`src/rtl/srl_pkg.sv`:
```
package srl_pkg;
  localparam int SEL_W     = 3;
  localparam int BASE_LOG  = 2;
  localparam int PULSE_LEN = 4;
  localparam int CTRL_W    = 5 + SEL_W;

  localparam int BIT_EN   = CTRL_W - 1;
  localparam int BIT_QOE  = 3;
  localparam int BIT_NQOE = 2;
  localparam int BIT_SET  = 1;
  localparam int BIT_CLR  = 0;

  typedef struct packed {
    logic             en;
    logic [SEL_W-1:0] sel;
    logic             qoe;
    logic             nqoe;
  } ctrl_t;
endpackage

```
`src/rtl/srl_divider.sv`:
```
module srl_divider #(
  parameter int SEL_W    = 3,
  parameter int BASE_LOG = 2
) (
  input  logic             clk,
  input  logic             rst,
  input  logic             restart,
  input  logic [SEL_W-1:0] sel,
  output logic             strobe
);
  localparam int CNT_W = BASE_LOG + (1 << SEL_W) - 1;

  logic [CNT_W-1:0] cnt;
  logic [CNT_W:0]   period;
  logic [CNT_W-1:0] last;

  always_comb begin
    period = (CNT_W+1)'(1) << (32'(sel) + BASE_LOG);
    last   = CNT_W'(period - 1'b1);
    strobe = (cnt == last);
  end

  always_ff @(posedge clk) begin
    if (rst || restart) cnt <= '0;
    else if (strobe)    cnt <= '0;
    else                cnt <= cnt + 1'b1;
  end

  assert_strobe_width_R3: assert property (@(posedge clk) disable iff (rst)
    strobe |=> !strobe);
  assert_count_bound_R3: assert property (@(posedge clk) disable iff (rst)
    cnt <= last);
  assert_restart_R10: assert property (@(posedge clk) disable iff (rst)
    restart |=> (cnt == '0));
endmodule

```
`src/rtl/srl_pulse.sv`:
```
module srl_pulse #(
  parameter int LEN = 4
) (
  input  logic clk,
  input  logic rst,
  input  logic arm,
  output logic pulse
);
  localparam int CW = (LEN > 2) ? $clog2(LEN) : 1;
  localparam logic [CW-1:0] LAST = CW'(LEN - 1);

  logic [CW-1:0] cnt;

  always_ff @(posedge clk) begin
    if (rst) begin
      pulse <= 1'b0;
      cnt   <= '0;
    end else if (pulse) begin
      if (cnt == LAST) begin
        pulse <= 1'b0;
        cnt   <= '0;
      end else begin
        cnt <= cnt + 1'b1;
      end
    end else if (arm) begin
      pulse <= 1'b1;
      cnt   <= '0;
    end
  end

  assert_pulse_length_R4: assert property (@(posedge clk) disable iff (rst)
    $fell(pulse) |-> ($past(cnt) == LAST));
  assert_no_sw_clear_R5: assert property (@(posedge clk) disable iff (rst)
    (pulse && cnt != LAST) |=> pulse);
endmodule

```
`src/rtl/srl_core.sv`:
```
module srl_core (
  input  logic clk,
  input  logic rst,
  input  logic en,
  input  logic qoe,
  input  logic nqoe,
  input  logic set_in,
  input  logic clr_in,
  output logic q_out,
  output logic nq_out
);
  logic q;

  always_ff @(posedge clk) begin
    if (rst || !en)  q <= 1'b0;
    else if (clr_in) q <= 1'b0;
    else if (set_in) q <= 1'b1;
  end

  always_ff @(posedge clk) begin
    if (rst) begin
      q_out  <= 1'b0;
      nq_out <= 1'b0;
    end else begin
      q_out  <= en & qoe & q;
      nq_out <= en & nqoe & ~q;
    end
  end

  assert_reset_wins_R8: assert property (@(posedge clk) disable iff (rst)
    (en && clr_in) |=> !q);
  assert_disabled_hold_R9: assert property (@(posedge clk) disable iff (rst)
    !en |=> !q);
  assert_gate_off_R7: assert property (@(posedge clk) disable iff (rst)
    !en |=> (!q_out && !nq_out));
  assert_exclusive_R7: assert property (@(posedge clk) disable iff (rst)
    !(q_out && nq_out));
endmodule

```
`src/rtl/srlatch_periph.sv`:
```
module srlatch_periph
  import srl_pkg::*;
(
  input  logic              clk,
  input  logic              rst,
  input  logic              wr_en,
  input  logic [CTRL_W-1:0] wr_data,
  output logic [CTRL_W-1:0] rd_data,
  input  logic              div_set_en,
  input  logic              div_rst_en,
  output logic              q_out,
  output logic              nq_out
);
  ctrl_t      ctrl;
  logic [1:0] cmd;
  logic       strobe;
  logic       set_in;
  logic       clr_in;

  always_ff @(posedge clk) begin
    if (rst) begin
      ctrl <= '0;
    end else if (wr_en) begin
      ctrl.en   <= wr_data[BIT_EN];
      ctrl.sel  <= wr_data[BIT_EN-1 -: SEL_W];
      ctrl.qoe  <= wr_data[BIT_QOE];
      ctrl.nqoe <= wr_data[BIT_NQOE];
    end
  end

  for (genvar i = 0; i < 2; i++) begin : g_cmd
    srl_pulse #(.LEN(PULSE_LEN)) i_pulse (
      .clk   (clk),
      .rst   (rst),
      .arm   (wr_en & wr_data[i]),
      .pulse (cmd[i])
    );
  end

  srl_divider #(.SEL_W(SEL_W), .BASE_LOG(BASE_LOG)) i_div (
    .clk     (clk),
    .rst     (rst),
    .restart (wr_en),
    .sel     (ctrl.sel),
    .strobe  (strobe)
  );

  always_comb begin
    set_in  = cmd[BIT_SET] | (div_set_en & strobe);
    clr_in  = cmd[BIT_CLR] | (div_rst_en & strobe);
    rd_data = {ctrl, cmd[BIT_SET], cmd[BIT_CLR]};
  end

  srl_core i_core (
    .clk    (clk),
    .rst    (rst),
    .en     (ctrl.en),
    .qoe    (ctrl.qoe),
    .nqoe   (ctrl.nqoe),
    .set_in (set_in),
    .clr_in (clr_in),
    .q_out  (q_out),
    .nq_out (nq_out)
  );

  assert_write_load_R1: assert property (@(posedge clk) disable iff (rst)
    wr_en |=> (rd_data[CTRL_W-1:2] == $past(wr_data[CTRL_W-1:2])));
endmodule

```
`config.mk`:
```
export PLATFORM = sky130hd
export DESIGN_NAME = srlatch_periph
export DESIGN_NICKNAME = d
export VERILOG_FILES = /design/src/rtl/srl_pkg.sv /design/src/rtl/srl_divider.sv /design/src/rtl/srl_pulse.sv /design/src/rtl/srl_core.sv /design/src/rtl/srlatch_periph.sv
export SDC_FILE = /design/constraint.sdc
export NUM_CORES = 1
export LEC_CHECK = 0
export BUFFER_PORTS_ARGS = -buffer_cell sky130_fd_sc_hd__buf_2
export CAP_MARGIN = 20
export CORE_MARGIN = 3
export CORE_UTILIZATION = 35
export DETAILED_ROUTE_END_ITERATION = 10
export PLACE_DENSITY = 0.64
export SLEW_MARGIN = 10
export SYNTH_ARGS = -nofsm -noshare
export SYNTH_HDL_FRONTEND = slang
export SYNTH_HIERARCHICAL = 1
export SYNTH_SLANG_ARGS = --single-unit
```
`constraint.sdc`:
```
create_clock -name clk -period 5.9 [get_ports clk]
set_clock_uncertainty 0.05 [all_clocks]
set_input_delay 1.18 -clock clk [delete_from_list [all_inputs] [get_ports clk]]
set_output_delay 1.18 -clock clk [all_outputs]
set_load 0.05 [all_outputs]
```
# Yosys cells after proc, flatten, opt, wreduce, memory -nomap -nowiden
# Index checks and enable logic that the tools add are counted.
# totals
input_bits	13
out_inout_bits	10
register_bits	24
word_cells	51
# op_classes
n_eq_ne	3
reduce_logical	7
bitwise_logic	11
shift	1
addsub	5
muxes	12
# ops
op	count
$shl A1 B32 Y9 const A	1
$mux W2	6
$add A9 B1 Y9 const B	1
$eq A9 B9 Y1	1
$sub A9 B1 Y9 const B	1
$and A1 B1 Y1	8
$mux W1	6
$add A2 B1 Y2 const B	2
$add A3 B2 Y4 const B	1
$eq A2 B2 Y1 const B	2
$reduce_bool A2 Y1	2
$reduce_or A2 Y1	2
$logic_or A1 B1 Y1	2
$or A1 B1 Y1	2
$logic_not A1 Y1	1
$not A1 Y1	1

# Logic depth before layout (Yosys ltp)
# depth
depth_word	7
ltp_mapped	9
ltp_nobuf	9

# Modules after synthesis
# Netlist, hierarchy kept.
# modules_own_cells
module	seq_area_each_um2	cells_each	instances	area_per_inst_um2
srl_divider	180.2	69	1	659.4
srl_pulse	60.1	12	2	122.6
srlatch_periph	120.1	23	1	244.0
srl_core	60.1	7	1	102.6

# Worst setup path after synthesis
# OpenSTA, ideal clock, no wires.
# synth_timing
kind	register -> register
startpoint	register, netlist name rd_data[5]
endpoint	register i_core.q
setup_time_ns	0.087
t_required_ns	5.763
t_arrival_ns	2.860
n_path_buf	0
path_stages_with_launch	10
setup_slack_ns	2.903
period_less_slack_ns	2.997
cell_sequence	dfxtp_1 > inv_1 > ha_1 > nor4b_1 > xnor2_1 > xnor2_1 > nor4_4 > a21o_1 > nor2_1 > nor4b_2
# synth_via
word_cells_on_any_way	9
cone_classes	add/sub (2); eq/ne (1); shift (1); bitwise (4); reduce/logical (1)
# synth_lines
element	line	source
$add A3 B2 Y4	srl_divider.sv:18	period = (CNT_W+1)'(1) << (32'(sel) + BASE_LOG);
$shl A1 B32 Y9	srl_divider.sv:18	
$sub A9 B1 Y9	srl_divider.sv:19	last = CNT_W'(period - 1'b1);
$eq A9 B9 Y1	srl_divider.sv:20	strobe = (cnt == last);
via strobe	srlatch_periph.sv:16	logic strobe;
$and A1 B1 Y1	srlatch_periph.sv:49	set_in = cmd[BIT_SET] | (div_set_en & strobe);
$or A1 B1 Y1	srlatch_periph.sv:49	
via set_in	srlatch_periph.sv:17	logic set_in;
end signal, assigned	srl_core.sv:15	if (rst || !en) q <= 1'b0;
end signal, assigned	srl_core.sv:16	else if (clr_in) q <= 1'b0;
end signal, assigned	srl_core.sv:17	else if (set_in) q <= 1'b1;
end, declared	srl_core.sv:12	logic q;
# The timed path passes the listed nets, and every way through them passes these cells.
# A chain may end at the register's enable or synchronous reset.

# Worst setup path after layout
# layout_timing
startpoint	register, netlist name rd_data[5]
endpoint	register i_core.q
# layout_via
word_cells_on_any_way	9
cone_classes	add/sub (2); eq/ne (1); shift (1); bitwise (4); reduce/logical (1)
# layout_lines
element	line
$add A3 B2 Y4	srl_divider.sv:18
$shl A1 B32 Y9	srl_divider.sv:18
$sub A9 B1 Y9	srl_divider.sv:19
$eq A9 B9 Y1	srl_divider.sv:20
via strobe	srlatch_periph.sv:16
$and A1 B1 Y1	srlatch_periph.sv:49
$or A1 B1 Y1	srlatch_periph.sv:49
via set_in	srlatch_periph.sv:17
# The timed path passes the listed nets, and every way through them passes these cells.

==> results.rst <==
.. list-table::
   :header-rows: 1

   * - Metric
     - Value
   * - Synthesized instance count
     - 123
   * - Final min period
     - 2.92 ns
   * - Synth Area per Inst
     - 10.2 sq um
   * - Post-CTS sizing
     - 0
   * - Crit end category
     - flip-flop
   * - Worst-path maximum fanout
     - 11
   * - Share of synthesized area occupied by flip-flops and latches
     - 0.384
   * - Dominant cell type by area after synthesis
     - sky130_fd_sc_hd__dfxtp_1
   * - Overall Power
     - 0.311 mW
   * - Port Buffers
     - 22
   * - Buffer count from post-CTS setup fixing
     - 0
   * - Num ports
     - 23
   * - Drt initial violations
     - 11
   * - Max Cap Viol
     - 0
   * - Final net count
     - 169
   * - Post-Syn Area
     - 0.00125 sq mm
   * - Wire length per cell
     - 11.3 um
   * - Hold Vio Cnt, Final
     - 0
   * - Ys Warns
     - 6
   * - Number of levels the H-tree was split into
     - 1
   * - Post-synth net total
     - 145
   * - Post-detailed-placement cell area
     - 0.00140 sq mm
   * - First-pass detailed-route iteration total
     - 2
   * - Final wirelength
     - 2180 um
   * - Number of routed nets with antenna violations
     - 0
   * - Number of rows in the core area
     - 21
   * - Clock buffer count from CTS
     - 3
   * - Buffer cell driving the clock tree root
     - sky130_fd_sc_hd__clkbuf_4
   * - Antenna diode instance count
     - 0
   * - Top cells by area in the synthesized netlist
     - sky130_fd_sc_hd__dfxtp_1, sky130_fd_sc_hd__ha_1, sky130_fd_sc_hd__xnor2_1
   * - Hold_buf cts
     - 0
   * - HPWL after detailed placement
     - 1670 um
   * - Most common library cell in the layout ignoring fill and taps
     - sky130_fd_sc_hd__dfxtp_1
   * - Class of the most critical hold timing path
     - flip-flop to flip-flop
   * - Via total after detailed routing
     - 943
   * - Status
     - finished, final reports clean
   * - Tightest slew margin relative to the limit
     - 0.600
   * - Register bit count reported by yosys
     - 24
   * - Combined global-route utilization of all metal layers
     - 0.118
   * - Number of cells in the finished layout apart from fillers
     - 192
   * - Congestion Overflow GR
     - 0
   * - Power per unit of standard cell area
     - 216 mW/mm^2
   * - RSZ-0062 raised after global routing
     - false
   * - Count of cell types in the netlist
     - 29
   * - Reported leakage power
     - 0.614 nW
   * - Most frequent cells in the layout
     - sky130_fd_sc_hd__dfxtp_1, sky130_fd_sc_hd__buf_2, sky130_fd_sc_hd__nor2_1, sky130_fd_sc_hd__ha_1, sky130_fd_sc_hd__xnor2_1
   * - Via count of the first global-routing pass
     - 956
   * - Setup TNS
     - 0 ns
   * - Floorplan die width
     - 65.8 um
   * - Clock insertion delay at the later pin of the skew report
     - 0.30 ns
   * - Final number of max-transition violations
     - 0
   * - Required time worst endpoint
     - 6.08 ns
   * - Final period util
     - 0.495
   * - Wire length of the first global-routing pass
     - 4080 um
   * - Start-to-end type of the worst setup path
     - flip-flop to flip-flop
   * - Crit start category
     - flip-flop
   * - Clock sink count
     - 24
   * - Final instance area
     - 0.00144 sq mm
   * - TritonCTS clock tree
     - built
   * - Area Growth Syn to Fin
     - 14.8%
   * - Final core occ
     - 0.424
   * - Register clock-pin slew on the reported worst setup and hold paths
     - 0.12 ns
   * - Largest net degree at the start of global routing
     - 27
   * - Arr. time, crit path
     - 3.10 ns
   * - Area of the core
     - 0.00339 sq mm
   * - Final GP Congestion
     - 0.794
   * - Initial Util
     - 0.369
   * - Clock buffer depth
     - 2
   * - Share of final-layout standard cells stronger than drive strength 1
     - 0.260
   * - F_max
     - 0.342 GHz
   * - Actual transition at the worst max-transition pin
     - 0.595 ns
   * - # DRC
     - 0
   * - Post-detailed-route via-to-cell ratio
     - 4.91
   * - Share of the synthesized area in the top cell type
     - 0.384
   * - Initial antenna violation count
     - 0
   * - Placed Instances
     - 188
   * - Die footprint
     - 0.00433 sq mm
   * - Setup Viol. Count Final
     - 0
   * - Worst voltage drop across the vdd grid
     - 0.101 mV
   * - Chip height
     - 65.8 um
-- critical path: stages (launching register included) --
cell,delay (ns)
sky130_fd_sc_hd__dfxtp_1,0.55
sky130_fd_sc_hd__inv_1,0.17
sky130_fd_sc_hd__ha_1,0.41
sky130_fd_sc_hd__nor4b_1,0.34
sky130_fd_sc_hd__xnor2_1,0.18
sky130_fd_sc_hd__xnor2_1,0.12
sky130_fd_sc_hd__nor4_4,0.60
sky130_fd_sc_hd__a21o_1,0.19
sky130_fd_sc_hd__nor2_1,0.04
sky130_fd_sc_hd__nor4b_2,0.19
-- state kept, by name, summed over array words and instances (netlist names) --
name,count
g_cmd.i_pulse/cnt,4
g_cmd.i_pulse/pulse,2
i_core/nq_out,1
i_core/q,1
i_core/q_out,1
i_div/cnt,9
rd_data,6
-- power by group --
| group | leakage (nW) | switching (mW) | internal (mW) |
|---|---|---|---|
| sequential | 0.196 | 0.00648 | 0.168 |
| combinational | 0.397 | 0.0328 | 0.0207 |
| clock | 0.0210 | 0.0456 | 0.0377 |
-- path summary, 6_finish.rpt --
check,from,to,slack [ns],cells past startpoint
worst min-delay path,i_div/cnt[0]$_SDFF_PP0_,i_div/cnt[0]$_SDFF_PP0_,0.42,1
worst max-delay path,rd_data[5]$_SDFFE_PP0P_,i_core/q$_SDFFE_PP0P_,2.98,9
worst min register to register,i_div/cnt[0]$_SDFF_PP0_,i_div/cnt[0]$_SDFF_PP0_,0.42,1
worst max register to register,rd_data[5]$_SDFFE_PP0P_,i_core/q$_SDFFE_PP0P_,2.98,9
-- Yosys cell counts (all sizes together) --
library cell,instances
dfxtp,24
nor2,14
ha,9
nor4,9
xnor2,9
xor2,8
mux2i,6
inv,5
nand2,5
nor4b,5
nand3,4
a21oi,3
buf,3
a211oi,2
a21o,2
a31o,2
and2,2
and4bb,2
or3b,2
and4b,1
mux2,1
nand3b,1
nand4,1
nor3,1
o41ai,1
or2,1
-- metal layers --
metal / GRT usage / wire, um / vias to the layer above / share of wire
met1: 0.148 / 1020 / 436 / 0.47
li1: - / - / 489 / -
met2: 0.202 / 1050 / 14 / 0.48
met5: 0 / 0 / - / 0
met3: 0.0187 / 82 / 4 / 0.038
met4: 0.0466 / 25 / 0 / 0.011
-- final cells by class --
| cell class | count | area [sq um] |
|---|---|---|
| multi-input combinational | 91 | 733 |
| timing repair buffer | 22 | 110 |
| tap | 46 | 57.6 |
| sequential | 24 | 480 |
| inverter | 5 | 18.8 |
| clock buffer | 4 | 36.3 |
| fill | 335 | 1950 |
-- metrics by stage --
step / hold slack (ns) / setup WS (ns)
finish: 0.421 / 2.98
global route: 0.464 / 2.67
CTS: 0.425 / 2.90
detailed placement: 0.406 / 2.93
global placement: 0.393 / 3.11
floorplan: 0.383 / 2.90
-- cells by family after synthesis --
kind of cell | count (synthesis) | synth area share
mux | 7 | 0.0600
buf+inv | 8 | 0.0300
xor+xnor | 17 | 0.119
compound gates | 10 | 0.0720
fa+ha+maj | 9 | 0.0900
simple gates | 48 | 0.245
flops | 24 | 0.384
No activity file was read; power rests on OpenSTA's default activity.
